**config.mk**
```make
export PLATFORM = sky130hd
export DESIGN_NAME = mbx_link
export DESIGN_NICKNAME = d
export VERILOG_FILES = /design/src/rtl/mbx_pkg.sv /design/src/rtl/mbx_fifo.sv /design/src/rtl/mbx_port.sv /design/src/rtl/mbx_link.sv
export SDC_FILE = /design/constraint.sdc
export NUM_CORES = 1
export LEC_CHECK = 0
export ABC_AREA = 1
export ABC_CLOCK_PERIOD_IN_PS = 4790
export BUFFER_PORTS_ARGS = -buffer_cell sky130_fd_sc_hd__buf_2
export CORE_MARGIN = 2
export CORE_UTILIZATION = 37
export CTS_CLUSTER_DIAMETER = 50
export CTS_CLUSTER_SIZE = 10
export DETAILED_ROUTE_END_ITERATION = 10
export SETUP_SLACK_MARGIN = 0.02
export SLEW_MARGIN = 20
export SYNTH_ARGS = -nofsm -noshare
export SYNTH_HDL_FRONTEND = slang
export SYNTH_HIERARCHICAL = 1
export SYNTH_SLANG_ARGS = --single-unit
```
**constraint.sdc**
```tcl
create_clock -name clk -period 4.79 [get_ports clk]
set_input_delay 0.2395 -clock clk [delete_from_list [all_inputs] [get_ports clk]]
set_output_delay 0.2395 -clock clk [all_outputs]
set_load 0.02 [all_outputs]
```
**src/rtl/mbx_pkg.sv**
```systemverilog
package mbx_pkg;
  typedef enum logic {
    REG_STATUS = 1'b0,
    REG_DATA   = 1'b1
  } mbx_reg_e;

  localparam int RX_AVAIL_BIT = 0;
  localparam int TX_FREE_BIT  = 1;
endpackage

```
**src/rtl/mbx_fifo.sv**
```systemverilog
module mbx_fifo #(
  parameter int WIDTH = 32,
  parameter int DEPTH = 4
) (
  input  logic             clk,
  input  logic             rst,
  input  logic             push_i,
  input  logic [WIDTH-1:0] data_i,
  input  logic             pop_i,
  output logic [WIDTH-1:0] head_o,
  output logic             empty_o,
  output logic             full_o
);
  localparam int AW = (DEPTH > 1) ? $clog2(DEPTH) : 1;
  localparam int CW = $clog2(DEPTH + 1);
  localparam logic [AW-1:0] LAST = AW'(DEPTH - 1);
  localparam logic [CW-1:0] CAP  = CW'(DEPTH);

  logic [WIDTH-1:0] mem [DEPTH];
  logic [AW-1:0]    wp_q, rp_q;
  logic [CW-1:0]    count_q;
  logic             push_ok, pop_ok;

  assign empty_o = (count_q == '0);
  assign full_o  = (count_q == CAP);
  assign push_ok = push_i && !full_o;
  assign pop_ok  = pop_i && !empty_o;
  assign head_o  = mem[rp_q];

  always_ff @(posedge clk) begin
    if (push_ok) mem[wp_q] <= data_i;
  end

  always_ff @(posedge clk) begin
    if (rst) begin
      wp_q    <= '0;
      rp_q    <= '0;
      count_q <= '0;
    end else begin
      if (push_ok) wp_q <= (wp_q == LAST) ? '0 : wp_q + 1'b1;
      if (pop_ok)  rp_q <= (rp_q == LAST) ? '0 : rp_q + 1'b1;
      case ({push_ok, pop_ok})
        2'b10:   count_q <= count_q + 1'b1;
        2'b01:   count_q <= count_q - 1'b1;
        default: count_q <= count_q;
      endcase
    end
  end

  // a push into a full queue without a pop leaves it full and unchanged
  p_no_overflow_r8: assert property (@(posedge clk) disable iff (rst)
    (full_o && push_i && !pop_i) |=> (full_o && wp_q == $past(wp_q)));

  // push and pop together keep the occupancy
  p_push_pop_r9: assert property (@(posedge clk) disable iff (rst)
    (push_i && pop_i && !full_o && !empty_o) |=> (count_q == $past(count_q)));

  // a pop from an empty queue moves nothing
  p_empty_pop_r7: assert property (@(posedge clk) disable iff (rst)
    (empty_o && pop_i && !push_i) |=> (empty_o && rp_q == $past(rp_q)));

  // occupancy never exceeds capacity
  p_bound_r3: assert property (@(posedge clk) disable iff (rst)
    count_q <= CAP);
endmodule

```
**src/rtl/mbx_port.sv**
```systemverilog
module mbx_port
  import mbx_pkg::*;
#(
  parameter int WIDTH  = 32,
  parameter bit ENABLE = 1'b1
) (
  input  logic             clk,
  input  logic             rst,
  input  logic             sel_i,
  input  logic             wr_i,
  input  logic             rd_i,
  input  logic [WIDTH-1:0] wdata_i,
  input  logic             tx_full_i,
  input  logic             rx_empty_i,
  input  logic [WIDTH-1:0] rx_head_i,
  output logic             push_o,
  output logic [WIDTH-1:0] push_data_o,
  output logic             pop_o,
  output logic [WIDTH-1:0] rdata_o
);
  mbx_reg_e         reg_sel;
  logic [WIDTH-1:0] status_w;

  assign reg_sel     = mbx_reg_e'(sel_i);
  assign push_o      = ENABLE && wr_i && (reg_sel == REG_DATA);
  assign pop_o       = ENABLE && rd_i && (reg_sel == REG_DATA);
  assign push_data_o = wdata_i;

  always_comb begin
    status_w               = '0;
    status_w[RX_AVAIL_BIT] = !rx_empty_i;
    status_w[TX_FREE_BIT]  = !tx_full_i;
  end

  always_ff @(posedge clk) begin
    if (rst) begin
      rdata_o <= '0;
    end else if (ENABLE && rd_i) begin
      if (reg_sel == REG_STATUS) rdata_o <= status_w;
      else                       rdata_o <= rx_empty_i ? '0 : rx_head_i;
    end else begin
      rdata_o <= '0;
    end
  end

  // upper status bits read zero
  p_status_hi_r4: assert property (@(posedge clk) disable iff (rst)
    (rd_i && sel_i == 1'b0) |=> (rdata_o[WIDTH-1:2] == '0));

  // empty data read returns zero
  p_empty_read_r7: assert property (@(posedge clk) disable iff (rst)
    (rd_i && sel_i && rx_empty_i) |=> (rdata_o == '0));

  // idle cycles return zero
  p_idle_zero_r6: assert property (@(posedge clk) disable iff (rst)
    !rd_i |=> (rdata_o == '0));

  generate
    if (!ENABLE) begin : g_off
      // a disabled link reads zero
      p_off_zero_r10: assert property (@(posedge clk) disable iff (rst)
        rd_i |=> (rdata_o == '0));
    end
  endgenerate
endmodule

```
**src/rtl/mbx_link.sv**
```systemverilog
module mbx_link #(
  parameter int WIDTH  = 32,
  parameter int DEPTH  = 4,
  parameter bit ENABLE = 1'b1
) (
  input  logic             clk,
  input  logic             rst,
  input  logic             c0_sel,
  input  logic             c0_wr,
  input  logic             c0_rd,
  input  logic [WIDTH-1:0] c0_wdata,
  output logic [WIDTH-1:0] c0_rdata,
  input  logic             c1_sel,
  input  logic             c1_wr,
  input  logic             c1_rd,
  input  logic [WIDTH-1:0] c1_wdata,
  output logic [WIDTH-1:0] c1_rdata
);
  localparam int NCORE = 2;

  logic             sel   [NCORE];
  logic             wr    [NCORE];
  logic             rd    [NCORE];
  logic [WIDTH-1:0] wdata [NCORE];
  logic [WIDTH-1:0] rdata [NCORE];
  logic             push  [NCORE];
  logic [WIDTH-1:0] pdata [NCORE];
  logic             pop   [NCORE];
  logic [WIDTH-1:0] head  [NCORE];
  logic             empty [NCORE];
  logic             full  [NCORE];

  assign sel[0] = c0_sel;  assign wr[0] = c0_wr;  assign rd[0] = c0_rd;  assign wdata[0] = c0_wdata;
  assign sel[1] = c1_sel;  assign wr[1] = c1_wr;  assign rd[1] = c1_rd;  assign wdata[1] = c1_wdata;
  assign c0_rdata = rdata[0];
  assign c1_rdata = rdata[1];

  // queue k carries words sent by core k; it is drained by the partner's pop
  generate
    for (genvar k = 0; k < NCORE; k++) begin : g_core
      mbx_fifo #(.WIDTH(WIDTH), .DEPTH(DEPTH)) u_queue (
        .clk     (clk),
        .rst     (rst),
        .push_i  (push[k]),
        .data_i  (pdata[k]),
        .pop_i   (pop[NCORE-1-k]),
        .head_o  (head[k]),
        .empty_o (empty[k]),
        .full_o  (full[k])
      );

      mbx_port #(.WIDTH(WIDTH), .ENABLE(ENABLE)) u_port (
        .clk         (clk),
        .rst         (rst),
        .sel_i       (sel[k]),
        .wr_i        (wr[k]),
        .rd_i        (rd[k]),
        .wdata_i     (wdata[k]),
        .tx_full_i   (full[k]),
        .rx_empty_i  (empty[NCORE-1-k]),
        .rx_head_i   (head[NCORE-1-k]),
        .push_o      (push[k]),
        .push_data_o (pdata[k]),
        .pop_o       (pop[k]),
        .rdata_o     (rdata[k])
      );
    end
  endgenerate

  // core 0 traffic alone never changes the fullness of core 1's outgoing queue
  p_isolated_r11: assert property (@(posedge clk) disable iff (rst)
    (!c1_wr && !c0_rd) |=> (full[1] == $past(full[1])));
endmodule

```
Word-level counts from Yosys, hierarchy flattened:

Memories as Yosys holds them, arrays and structs flattened. A register that Yosys moved wholly into a read port is not among the register bits.
Cells that the tools add are included.

* register bits: 78
* bits in writable memories: 256
* bits of input ports: 72
* output and inout bits: 64
* memories kept: 2

Memory list
* g_core[0].u_queue.mem: words 4, width 32, read ports 1, clocked after memory_dff 1, wr ports 1, RTL line mbx_fifo.sv:19 `logic [WIDTH-1:0] mem [DEPTH];`
* g_core[1].u_queue.mem: words 4, width 32, read ports 1, clocked after memory_dff 1, wr ports 1, RTL line mbx_fifo.sv:19

* add/subtract/negate cells: 8
* eq/ne operators: 10
* mux-type cells: 18
* bitwise operators: 4
* reduce and logical (&&, ||, !) cells: 20

Operators with widths (count)
* 2-bit 2-to-1 mux: 12
* 2-bit == test, second input constant: 6
* 3-bit case mux with 2 select lines: 2
* 2-bit by 1-bit adder with 2-bit output, second input constant: 4
* 1-bit logical AND: 8
* 4-bit OR reduction: 2
* 3-bit by 1-bit adder with 3-bit output, second input constant: 2
* 3-bit == test, second input constant: 2
* 3-bit zero test: 2
* 3-bit by 1-bit subtractor with 3-bit output, second input constant: 2
* 2-bit by 1-bit == test with 1-bit output, second input constant: 2
* 1-bit zero test: 4
* 1-bit 2-to-1 mux: 4
* 1-bit inverter: 4
* 2-bit nonzero test: 2
* 2-bit OR reduction: 2

Longest topological paths before layout:

Gate-level depths: netlist of run 1.

* depth after elaboration: 5
* gate-level depth with buffers: 13
* gate-level depth less buffers: 13

Modules after synthesis:

The synthesis of run 1 kept the hierarchy.

By module, submodules not included
* mbx_fifo: times used 2, cells each 381, area an instance 5283.8 um^2
* mbx_port: times used 2, cells each 141, area an instance 1239.9 um^2

Worst setup path before layout of run 1:

Ideal clock, no wire load.

* kind: reg-to-reg
* from: reg g_core[0].u_queue.count_q[1]
* to: mem g_core[0].u_queue.mem[3][0] (enable)
* setup time: 0.421 ns
* arrival time: 1.959 ns
* required time: 4.369 ns
* path slack: 2.410 ns
* cell stages (with the launch flop): 5
* buffers on the path: 0
* period minus slack after synthesis: 2.380 ns
* cells stage by stage: dfxtp_1 > nor2_1 > nand2_1 > nand2_2 > nor2_1

* longest elaborated chain between the ends: 5

Ends and longest elaborated chain
* from (decl): RTL line mbx_fifo.sv:21 `logic [CW-1:0] count_q;`
* from (signal assigned): RTL line mbx_fifo.sv:43 `2'b10: count_q <= count_q + 1'b1;`
* from (signal assigned): RTL line mbx_fifo.sv:44 `2'b01: count_q <= count_q - 1'b1;`
* from (signal assigned): RTL line mbx_fifo.sv:45 `default: count_q <= count_q;`
* 3-bit == test: RTL line mbx_fifo.sv:25 `assign full_o = (count_q == CAP);`
* 1-bit zero test: RTL line mbx_fifo.sv:26 `assign push_ok = push_i && !full_o;`
* 1-bit logical AND: RTL line mbx_fifo.sv:26
* 1-bit 2-to-1 mux: RTL line mbx_fifo.sv:31 `if (push_ok) mem[wp_q] <= data_i;`
* 1-bit 2-to-1 mux (not written as such): RTL line mbx_fifo.sv:31
* to (decl): RTL line mbx_fifo.sv:19

No other way between the ends.

Final worst setup path of run 1:

* from: reg g_core[1].u_queue.count_q[1]
* to: mem g_core[1].u_queue.mem[3][4] (enable)

* longest elaborated chain between the ends: 5

Ends and longest elaborated chain (RTL line)
* from (decl): mbx_fifo.sv:21
* from (signal assigned): mbx_fifo.sv:43
* from (signal assigned): mbx_fifo.sv:44
* from (signal assigned): mbx_fifo.sv:45
* 3-bit == test: mbx_fifo.sv:25
* 1-bit zero test: mbx_fifo.sv:26
* 1-bit logical AND: mbx_fifo.sv:26
* 1-bit 2-to-1 mux: mbx_fifo.sv:31
* 1-bit 2-to-1 mux (not written as such): mbx_fifo.sv:31
* to (decl): mbx_fifo.sv:19

No other way between the ends.

==> impl_metrics.tcl, run 1 <==
set metrics [dict create \
    layout-drive-gt1-share_pct 19.1 \
    path_clk_slew_ns 0.05 \
    slowest_stage "nor2_4" \
    switching_share_pct 22.7 \
    syn-instance-count 1044 \
    path_max_fanout 32 \
    met1_length_um 11700 \
    fin_nets 1273 \
    vias 7715 \
    worstSkewPairLatency_ns 0.54 \
    cts_buffers 41 \
    cts_tree "done" \
    setup_viol 0 \
    gp_congestion 0.710 \
    maxSlewViolCount 0 \
    path_class "flop to flop" \
    stdcell_area_um2 15400 \
    tightest_slew_ns 1.10 \
    required_ns 4.94 \
    fmaxAchievable_ghz 0.497 \
    cap_violations 0 \
    grt_first_pass_wirelength_um 41000 \
    power_frac_comb_pct 8.5 \
    hold_violations 0 \
    ys.warnings.count 6 \
    worstPathArrival_ns 2.16 \
    initial_core_util_pct 37.7 \
    synth_area_um2 13000 \
    fin_crit_sh_pct 42.0 \
    core_um2 34600 \
    syn_area_per_cell_um2 12.5 \
    ys_ff_latch 338 \
    status "finished, final reports clean" \
    grt_antenna_before_repair 0 \
    slowest_delay_ns 0.88 \
    min_from "c0_sel" \
    finalWirelength_um 26100 \
    clockRootBuffer "clkbuf_16" \
    io-pin-count 136 \
    dpl_cell_area_um2 13500 \
    cts_setup_buffers 0 \
    dp_slack_ns 2.70 \
    timing.slew.headroom_pct 26.3 \
    grt_max_degree 66 \
    io_buffers 135 \
    fin_crit_ns 2.01 \
    rsz0062_at_grt "no" \
    synthToLayoutAreaGrowth_pct 18.4 \
    h-tree-depth 2 \
    wl_met2_um 12300 \
    dp_hpwl_um 14000 \
    dieHeight_um 192 \
    grt_pass1_vias 7850 \
    end_kind "flop" \
    route.met3.wl_um 1460 \
    drt-initial-drc-count 423 \
    route.detailed.drc 0 \
    overflow 0 \
    syn-num-nets 1130 \
    seqPwrFrac_pct 49.2 \
    hold_slack_ns 0.0357 \
    reg2reg_from "g_core[1].u_queue/count_q[1]" \
    path_delay_family "simple AND/OR/NAND/NOR gates" \
    die_area_um2 36800 \
    yosysUniqueCellTypes 24 \
    switching_power_w 0.00151 \
    leakage_nw 6.03 \
    power.internal_w 0.00513 \
    yosysSeqAreaShare_pct 71.5 \
    cp-start-kind "flop" \
    worst_ir_drop_vdd_mv 0.338 \
    postCtsResizedCells 0 \
    path_buf_inv 0 \
    crit_start "g_core[1].u_queue/count_q[1]" \
    fin_ws_ns 2.78 \
    crit_chain "nor2_1 -> nand2_1 -> nand2_2 -> nor2_4" \
    n_antenna_cell 0 \
    wl_per_cell_um 15.6 \
    cts_max_path_buffers 3 \
    first_pass_iters 5 \
    clockPowerShare_pct 42.3 \
    p_per_area_nw_per_um2 430 \
    hold_path.class "primary input to flop" \
    viasPerCell 4.61 \
    tns_ns 0 \
    cts_num_sinks 338 \
    die_w_um 192 \
    total_power_w 0.00664 \
    placementRows 68 \
    track_usage_pct 14.4 \
    drtAntennaViolNets 0 \
    fin_worst_skew_ns 0.0130 \
    top_layer_used "met4" \
]
-- power groups by stage --
stage	logic [W]	clock network, W	registers [W]
2_1_floorplan	0.000400	0	0.00335
3_3_place_gp	0.000513	0	0.00333
3_5_place_dp	0.000522	0	0.00333
4_1_cts	0.000566	0.00287	0.00327
5_1_grt	0.000636	0.00299	0.00328
6_report	0.000564	0.00281	0.00327
-- registers in the layout, summed over array words and instances (netlist names), named ones only --
signal                  flops
g_core.u_port/rdata_o      64
g_core.u_queue/rp_q         4
g_core.u_queue/count_q      6
g_core.u_queue/mem        256
g_core.u_queue/wp_q         4
-- metal layers --
metal,global-route usage [%],vias to the layer above
met3,3.00,43
met1,18.6,3661
met5,0,-
met2,24.1,200
met4,5.18,0
li1,-,3811
-- Yosys cell counts, drive strengths merged --
master / n / share of area, %
edfxtp: 256 / 59
clkbuf: 2 / 0.058
ha: 12 / 1.2
inv: 106 / 3.2
buf: 106 / 6.6
nand3b: 4 / 0.23
nand2: 38 / 1.2
nand4: 2 / 0.096
a21oi: 8 / 0.31
nor2: 224 / 7.0
fa: 2 / 0.31
nand3: 6 / 0.23
o21ai: 132 / 5.1
o22ai: 64 / 3.1
dfxtp: 82 / 13
-- cell type report --
type	instances	area, µm²
multi-input cells	492	2500
inverters	106	413
clock inverters	6	65.1
flip-flops and latches	338	9330
well taps	455	569
clock buffers	67	1150
fillers	3122	19200
repair buffers	208	1410
-- final timing paths --
kind	slack (ns)	cells past startpoint	end
worst max-delay path	2.78	4	g_core[1].u_queue/mem[3][4]
worst min-delay path	0.04	4	g_core[0].u_port/rdata_o[1]
worst max register to register	2.78	4	g_core[1].u_queue/mem[3][4]
worst min register to register	0.53	2	flop
-- kinds of logic (layout without fill, tap and decap cells) --
group / Yosys count / after routing / share of synthesized area, %
buf+inv: 214 / 387 / 9.78
fa+ha+maj: 14 / 14 / 1.46
flops: 338 / 338 / 71.5
simple gates: 274 / 274 / 8.82
compound gates: 204 / 204 / 8.44
-- worst min-delay path, cell delays in order --
cell	delay [ns]
buf_2	0.10
inv_1	0.06
nand3_1	0.08
nand2_1	0.05
-- cell usage in the layout, fill, tap and decap left out, types with 2 or more instances in the layout --
cell type	synthesis	routed
o21ai_1	56	56
buf_4	70	6
inv_1	100	100
fa_1	2	2
nor2_2	18	18
clkbuf_1	2	24
dfxtp_1	82	80
nor2_4	4	12
nor2_1	202	194
o21ai_0	76	76
buf_2	12	135
nand2_2	2	2
nand3b_1	4	4
inv_2	4	4
clkinv_2	0	2
inv_8	2	2
nand2_1	34	34
o22ai_1	64	64
a21oi_1	8	8
ha_1	12	12
dlygate4sd3_1	0	66
edfxtp_1	256	256
nand3_1	6	6
inv_6	0	2
nand2_4	2	2
nand4_1	2	2
clkbuf_16	0	42
dfxtp_2	0	2
-- stage by stage --
| step | utilization (%) | instances |
|---|---|---|
| final | 44.6 | 1672 |
| after global routing | 44.6 | 1672 |
| after CTS | 44.5 | 1671 |
| after detailed placement | 39.1 | 1532 |
| after global placement | 39.1 | 1532 |
| after floorplan | - | 1044 |
-- repair_timing --
| action | 4_1_cts | 5_1_grt |
|---|---|---|
| endpoints found under the setup margin | 0 | 0 |
| hold buffers | 66 | 0 |
| hold endpoints to repair | 260 | 0 |
Note: power is estimated with default switching activity, not from simulation.
==> run 2, diff against run 1 <==
ABC_AREA = 0   (was 1)
ABC_CLOCK_PERIOD_IN_PS = 1800   (was 4790)
clock period = 1.8 ns   (was 4.79 ns; I/O delays follow)
==> run 2 against run 1 <==
Net effect:
- the run now ends with setup timing left
- combinational power up 88%
- setup slack got worse by 3.1 ns
- final area up 1.7%
- synthesized area decreased by 3.9%
- routed wire length down 15%
- die area fell by 3.8%
- critical endpoint is now g_core[1].u_queue/count_q[2]
- highest routed layer unchanged
==> impl_metrics.tcl, run 2 <==
set metrics [dict create \
    status "finished with violations" \
    violations "setup timing" \
    ys.warnings.count 6 \
    end_kind "flop" \
    cts_buffers 44 \
    hold_slack_ns 0.129 \
    cts_tree "done" \
    cts_max_path_buffers 3 \
    synthToLayoutAreaGrowth_pct 25.3 \
    fin_crit_ns 2.07 \
    synth_common_cells "256 x edfxtp_1, 82 x dfxtp_1, 70 x buf_4" \
    worstSkewPairLatency_ns 0.51 \
    yosysSeqAreaShare_pct 74.4 \
    die_w_um 188 \
    path_class "flop to flop" \
    p_per_area_nw_per_um2 1150 \
    timing.slew.headroom_pct 71.3 \
    met1_length_um 9870 \
    drtAntennaViolNets 0 \
    crit_start "g_core[1].u_queue/count_q[0]" \
    syn-instance-count 654 \
    fin_nets 939 \
    slowest_delay_ns 0.39 \
    largest_reg_flops 256 \
    min_from "c1_wr" \
    post-route-util_pct 47.0 \
    grt_first_pass_wirelength_um 35100 \
    io-pin-count 136 \
    final_common_cell "edfxtp_1" \
    wl_per_cell_um 16.7 \
    grt_pass1_vias 6448 \
    dieHeight_um 188 \
    cts_num_sinks 338 \
    top_register "g_core.u_queue/mem" \
    grt_max_degree 33 \
    fin_ws_ns -0.274 \
    dp_hpwl_um 12800 \
    route.met3.wl_um 883 \
    stdcell_area_um2 15700 \
    core_um2 33400 \
    fmaxAchievable_ghz 0.482 \
    r2r_cells 9 \
    async_flop_share_pct 0 \
    yosysUniqueCellTypes 34 \
    maxSlewViolCount 0 \
    fin_crit_sh_pct 115 \
    syn-num-nets 740 \
    synth_ff_type "edfxtp_1" \
    hold_path.class "primary input to flop" \
    hold_violations 0 \
    top_layer_used "met4" \
    crit_chain "or3b_4 -> and2_4 -> inv_4 -> ha_4 -> inv_2 -> fa_2 -> xor2_1 -> or3_4 -> a21oi_2" \
    grt_antenna_before_repair 0 \
    cap_violations 0 \
    synthTopCellsByArea "edfxtp_1 61%, dfxtp_1 13%, mux4_2 11%, buf_4 4.2%, and2_1 3.2%" \
    largestRegisters "g_core.u_queue/mem (256), g_core.u_port/rdata_o (64), g_core.u_queue/count_q (6)" \
    path_max_fanout 2 \
    viasPerCell 4.49 \
    gp_congestion 0.729 \
    io_buffers 135 \
    ys_ff_latch 338 \
    cp-start-kind "flop" \
    h-tree-depth 2 \
    endpoint "g_core[1].u_queue/count_q[2]" \
    placementRows 67 \
    clockRootBuffer "clkbuf_16" \
    reg2reg_from "g_core[1].u_queue/count_q[0]" \
    final_cell_mix "256 x edfxtp_1, 135 x buf_2, 73 x dfxtp_1" \
    path_clk_slew_ns 0.05 \
    tightest_slew_ns 0.431 \
    syn_area_per_cell_um2 19.2 \
    finalWirelength_um 22300 \
    timing.rr.end "g_core[1].u_queue/count_q[2]" \
    setup_viol 4 \
    initial_core_util_pct 37.5 \
    vias 5999 \
    required_ns 2.25 \
    drt-initial-drc-count 260 \
    rsz0062_at_grt "yes" \
    worstPathArrival_ns 2.52 \
    n_antenna_cell 0 \
    die_area_um2 35400 \
    route.detailed.drc 0 \
    synth-edff-count 256 \
    leakage_nw 5.68 \
    slowest_stage "or3b_4" \
    track_usage_pct 12.7 \
    dpl_cell_area_um2 13600 \
    wl_met2_um 11000 \
    netlist.area_leader.share_pct 61.3 \
    synth.largest_area_cell "edfxtp_1" \
    ff2ff_setup_slack_ns -0.27 \
    fin_worst_skew_ns 0.0122 \
    worst_ir_drop_vdd_mv 0.650 \
    overflow 0 \
    synth_area_um2 12500 \
    layout-drive-gt1-share_pct 37.5 \
    synth.most_common_cell "edfxtp_1" \
    first_pass_iters 4 \
]
run 2: worst min path at each step:
stage	endpoint	cells after the start	slack, ns
floorplan	g_core[0].u_port/rdata_o[1]	2	0.24
global placement	g_core[1].u_queue/mem[2][14]	1	0.31
detailed placement	g_core[1].u_queue/mem[3][31]	1	0.31
CTS	g_core[0].u_queue/wp_q[0]	5	0.11
global route	g_core[1].u_queue/wp_q[0]	5	0.16
finish	g_core[1].u_queue/wp_q[0]	5	0.13
run 2: metrics by stage:
| step | power, W | TNS [ns] | setup WS [ns] | cells |
|---|---|---|---|---|
| floorplan | 0.00950 | -1.20 | -0.394 | 654 |
| global placement | 0.00973 | -0.797 | -0.293 | 1182 |
| detailed placement | 0.00975 | -0.832 | -0.308 | 1182 |
| CTS | 0.0183 | -0.745 | -0.270 | 1332 |
| global route | 0.0188 | -0.925 | -0.343 | 1335 |
| finish | 0.0181 | -0.699 | -0.274 | 1335 |
run 2: final cells by class:
class	count	area, µm²
Clock buffer	71	1250
Clock inverter	9	159
Fill cell	2849	17700
Inverter	16	62.6
Multi-Input combinational cell	212	2550
Sequential cell	338	9340
Tap cell	448	561
Timing Repair Buffer	241	1780
run 2: repair_timing:
action / CTS / global route
hold buffers: 69 / 0
pin swaps: 9 / 6
gates resized for setup: 4 / 3
endpoints found under the hold margin: 269 / 0
setup endpoints to repair: 4 / 4
setup buffers: 1 / 3
run 2: where the power goes:
part	switching, W	internal, W
registers	0.0000577	0.00859
clock network	0.00304	0.00533
logic	0.000497	0.000564
run 2: critical path: cells and delay by family (launching register included):
kind,cells,cell delay [ns]
AND/OR/NAND/NOR,3,0.88
adder cells (fa/ha/maj),2,0.44
flip-flops,1,0.31
XOR/XNOR,1,0.17
AO/OA/AOI/OAI,1,0.13
buffers and inverters,2,0.08
run 2: logic make-up (layout without fill, tap and decap cells):
| kind of cell | Yosys count | in the layout | synth area share [%] |
|---|---|---|---|
| simple gates | 110 | 110 | 5.53 |
| flops | 338 | 338 | 74.4 |
| xor+xnor | 4 | 4 | 0.279 |
| fa+ha+maj | 14 | 14 | 1.52 |
| buf+inv | 104 | 337 | 5.71 |
| mux | 66 | 66 | 11.7 |
| compound gates | 18 | 18 | 0.918 |
run 2: per-layer routing:
metal	vias up	global-route usage, %
met4	0	4.45
met2	106	21.2
met1	3034	16.4
li1	2819	-
met5	-	0
met3	40	2.81
==> run 3, diff against run 2 <==
CTS_BUF_LIST = sky130_fd_sc_hd__clkbuf_8   (was not set)
==> run 3 against run 2 <==
Net effect:
- the flow still finishes with violations (setup timing)
- sequential cell count is the same
- clock power shrank 31%
- setup slack gained 0.0036 ns
- sequential share of layout area grew 1.9 points
- routed wire length shrank 0.13%
- clock skew grew 0.0086 ns
- critical path type unchanged
==> impl_metrics.tcl, run 3 (synthesis results as in run 2) <==
set metrics [dict create \
    status "finished with violations" \
    violations "setup timing" \
    hold_path.class "primary input to flop" \
    finalWirelength_um 22300 \
    cts_tree "done" \
    overflow 0 \
    cp-start-kind "flop" \
    io_buffers 135 \
    num-fill-cells 2906 \
    die_w_um 188 \
    vias 6012 \
    fin_ws_ns -0.271 \
    timing.slew.headroom_pct 71.4 \
    required_ns 2.26 \
    route.met3.wl_um 909 \
    worstPathArrival_ns 2.53 \
    synthToLayoutAreaGrowth_pct 21.4 \
    fin_crit_ns 2.07 \
    route.detailed.drc 0 \
    first_pass_iters 4 \
    wl_met2_um 11100 \
    placementRows 67 \
    timing.rr.end "g_core[1].u_queue/count_q[2]" \
    path_class "flop to flop" \
    r2r_cells 9 \
    core_um2 33400 \
    holdPathStages 5 \
    final_cell_mix "256 x edfxtp_1, 135 x buf_2, 72 x dfxtp_1" \
    worst_ir_drop_vdd_mv 0.608 \
    end_kind "flop" \
    grt_max_degree 33 \
    cts_max_path_buffers 3 \
    p_per_area_nw_per_um2 1020 \
    cts_num_sinks 338 \
    largestRegisters "g_core.u_queue/mem (256), g_core.u_port/rdata_o (64), g_core.u_queue/count_q (6)" \
    drtAntennaViolNets 0 \
    io-pin-count 136 \
    hold_violations 0 \
    drt-initial-drc-count 258 \
    track_usage_pct 12.6 \
    gp_congestion 0.729 \
    whs_endpoint "g_core[0].u_queue/wp_q[0]" \
    grt_pass1_vias 6423 \
    fmaxAchievable_ghz 0.483 \
    largest_reg_flops 256 \
    reg2reg_from "g_core[1].u_queue/count_q[2]" \
    min_from "c0_wr" \
    stdcell_area_um2 15200 \
    layout-drive-gt1-share_pct 37.8 \
    grt_antenna_before_repair 0 \
    hold_slack_ns 0.112 \
    path_max_fanout 2 \
    die_area_um2 35400 \
    h-tree-depth 2 \
    cts_buffers 44 \
    dp_hpwl_um 12800 \
    leakage_nw 5.54 \
    worstSkewPairLatency_ns 0.54 \
    rsz0062_at_grt "yes" \
    cap_violations 0 \
    initial_core_util_pct 37.5 \
    met1_length_um 9820 \
    n_antenna_cell 0 \
    clockRootBuffer "clkbuf_8" \
    ff2ff_setup_slack_ns -0.27 \
    final_common_cell "edfxtp_1" \
    top_register "g_core.u_queue/mem" \
    fin_crit_sh_pct 115 \
    wl_per_cell_um 16.7 \
    fin_nets 940 \
    grt_first_pass_wirelength_um 34900 \
    top_layer_used "met4" \
    path_clk_slew_ns 0.06 \
    dpl_cell_area_um2 13600 \
    dieHeight_um 188 \
    maxSlewViolCount 0 \
    viasPerCell 4.50 \
    tightest_slew_ns 0.430 \
    fin_worst_skew_ns 0.0208 \
    setup_viol 4 \
    dp_slack_ns -0.308 \
]
[run 3: cell count changes in the layout (fill, tap and decap cells not counted), sizes merged]
cell / change
clkbuf: -23
inv: +23
buf: +1
[run 3: worst max path at each step]
stage / start / to / slack, ns / cells after the start
4_1_cts: g_core[0].u_queue/count_q[1] / g_core[0].u_queue/count_q[2] / -0.28 / 9
5_1_grt: g_core[1].u_queue/count_q[1] / g_core[1].u_queue/count_q[2] / -0.34 / 9
3_3_place_gp: g_core[0].u_queue/count_q[0] / g_core[0].u_queue/count_q[2] / -0.29 / 9
3_5_place_dp: g_core[1].u_queue/count_q[0] / g_core[1].u_queue/count_q[2] / -0.31 / 9
6_report: g_core[1].u_queue/count_q[2] / g_core[1].u_queue/count_q[2] / -0.27 / 9
2_1_floorplan: g_core[0].u_queue/count_q[0] / g_core[0].u_queue/count_q[2] / -0.39 / 10
[run 3: worst max-delay path, cell delays in order, from the launching register on]
cell,delay (ns)
dfxtp_2,0.33
or3b_4,0.37
and2_4,0.16
inv_4,0.05
ha_4,0.12
inv_2,0.04
fa_2,0.34
xor2_1,0.16
or3_4,0.33
a21oi_2,0.11
[run 3: through the flow]
step | TNS (ns) | util (%) | cells | total power (W)
3_5_place_dp | -0.832 | 40.5 | 1182 | 0.00975
3_3_place_gp | -0.797 | 40.5 | 1182 | 0.00973
2_1_floorplan | -1.20 | - | 654 | 0.00950
5_1_grt | -0.956 | 45.5 | 1336 | 0.0161
6_report | -0.732 | 45.5 | 1336 | 0.0155
4_1_cts | -0.779 | 45.4 | 1332 | 0.0157
[run 3: layout make-up]
type | instances | area [µm²] | area share [%]
clock buffers | 48 | 661 | 4.34
clock inverters | 32 | 245 | 1.61
inverters | 16 | 62.6 | 0.411
multi-input cells | 212 | 2560 | 16.8
flip-flops and latches | 338 | 9340 | 61.4
well taps | 448 | 561 | 3.68
repair buffers | 242 | 1790 | 11.8
[run 3: routing by layer]
| metal | track usage [%] | vias up |
|---|---|---|
| met4 | 4.24 | 0 |
| met3 | 2.71 | 34 |
| li1 | - | 2810 |
| met2 | 21.1 | 102 |
| met1 | 16.4 | 3066 |
| met5 | 0 | - |
[run 3: timing repair]
item                                   in CTS  in global routing
hold buffers                               69                  0
resized for setup                           4                  5
setup endpoints to repair                   4                  4
setup buffers                               1                  4
gates cloned                                0                  0
endpoints found under the hold margin     269                  0
pin swaps                                   7                  2
[run 3: power by group]
group / internal, W / switching, W
sequential: 0.00858 / 0.0000575
clock: 0.00306 / 0.00273
combinational: 0.000566 / 0.000499
total: 0.0122 / 0.00329
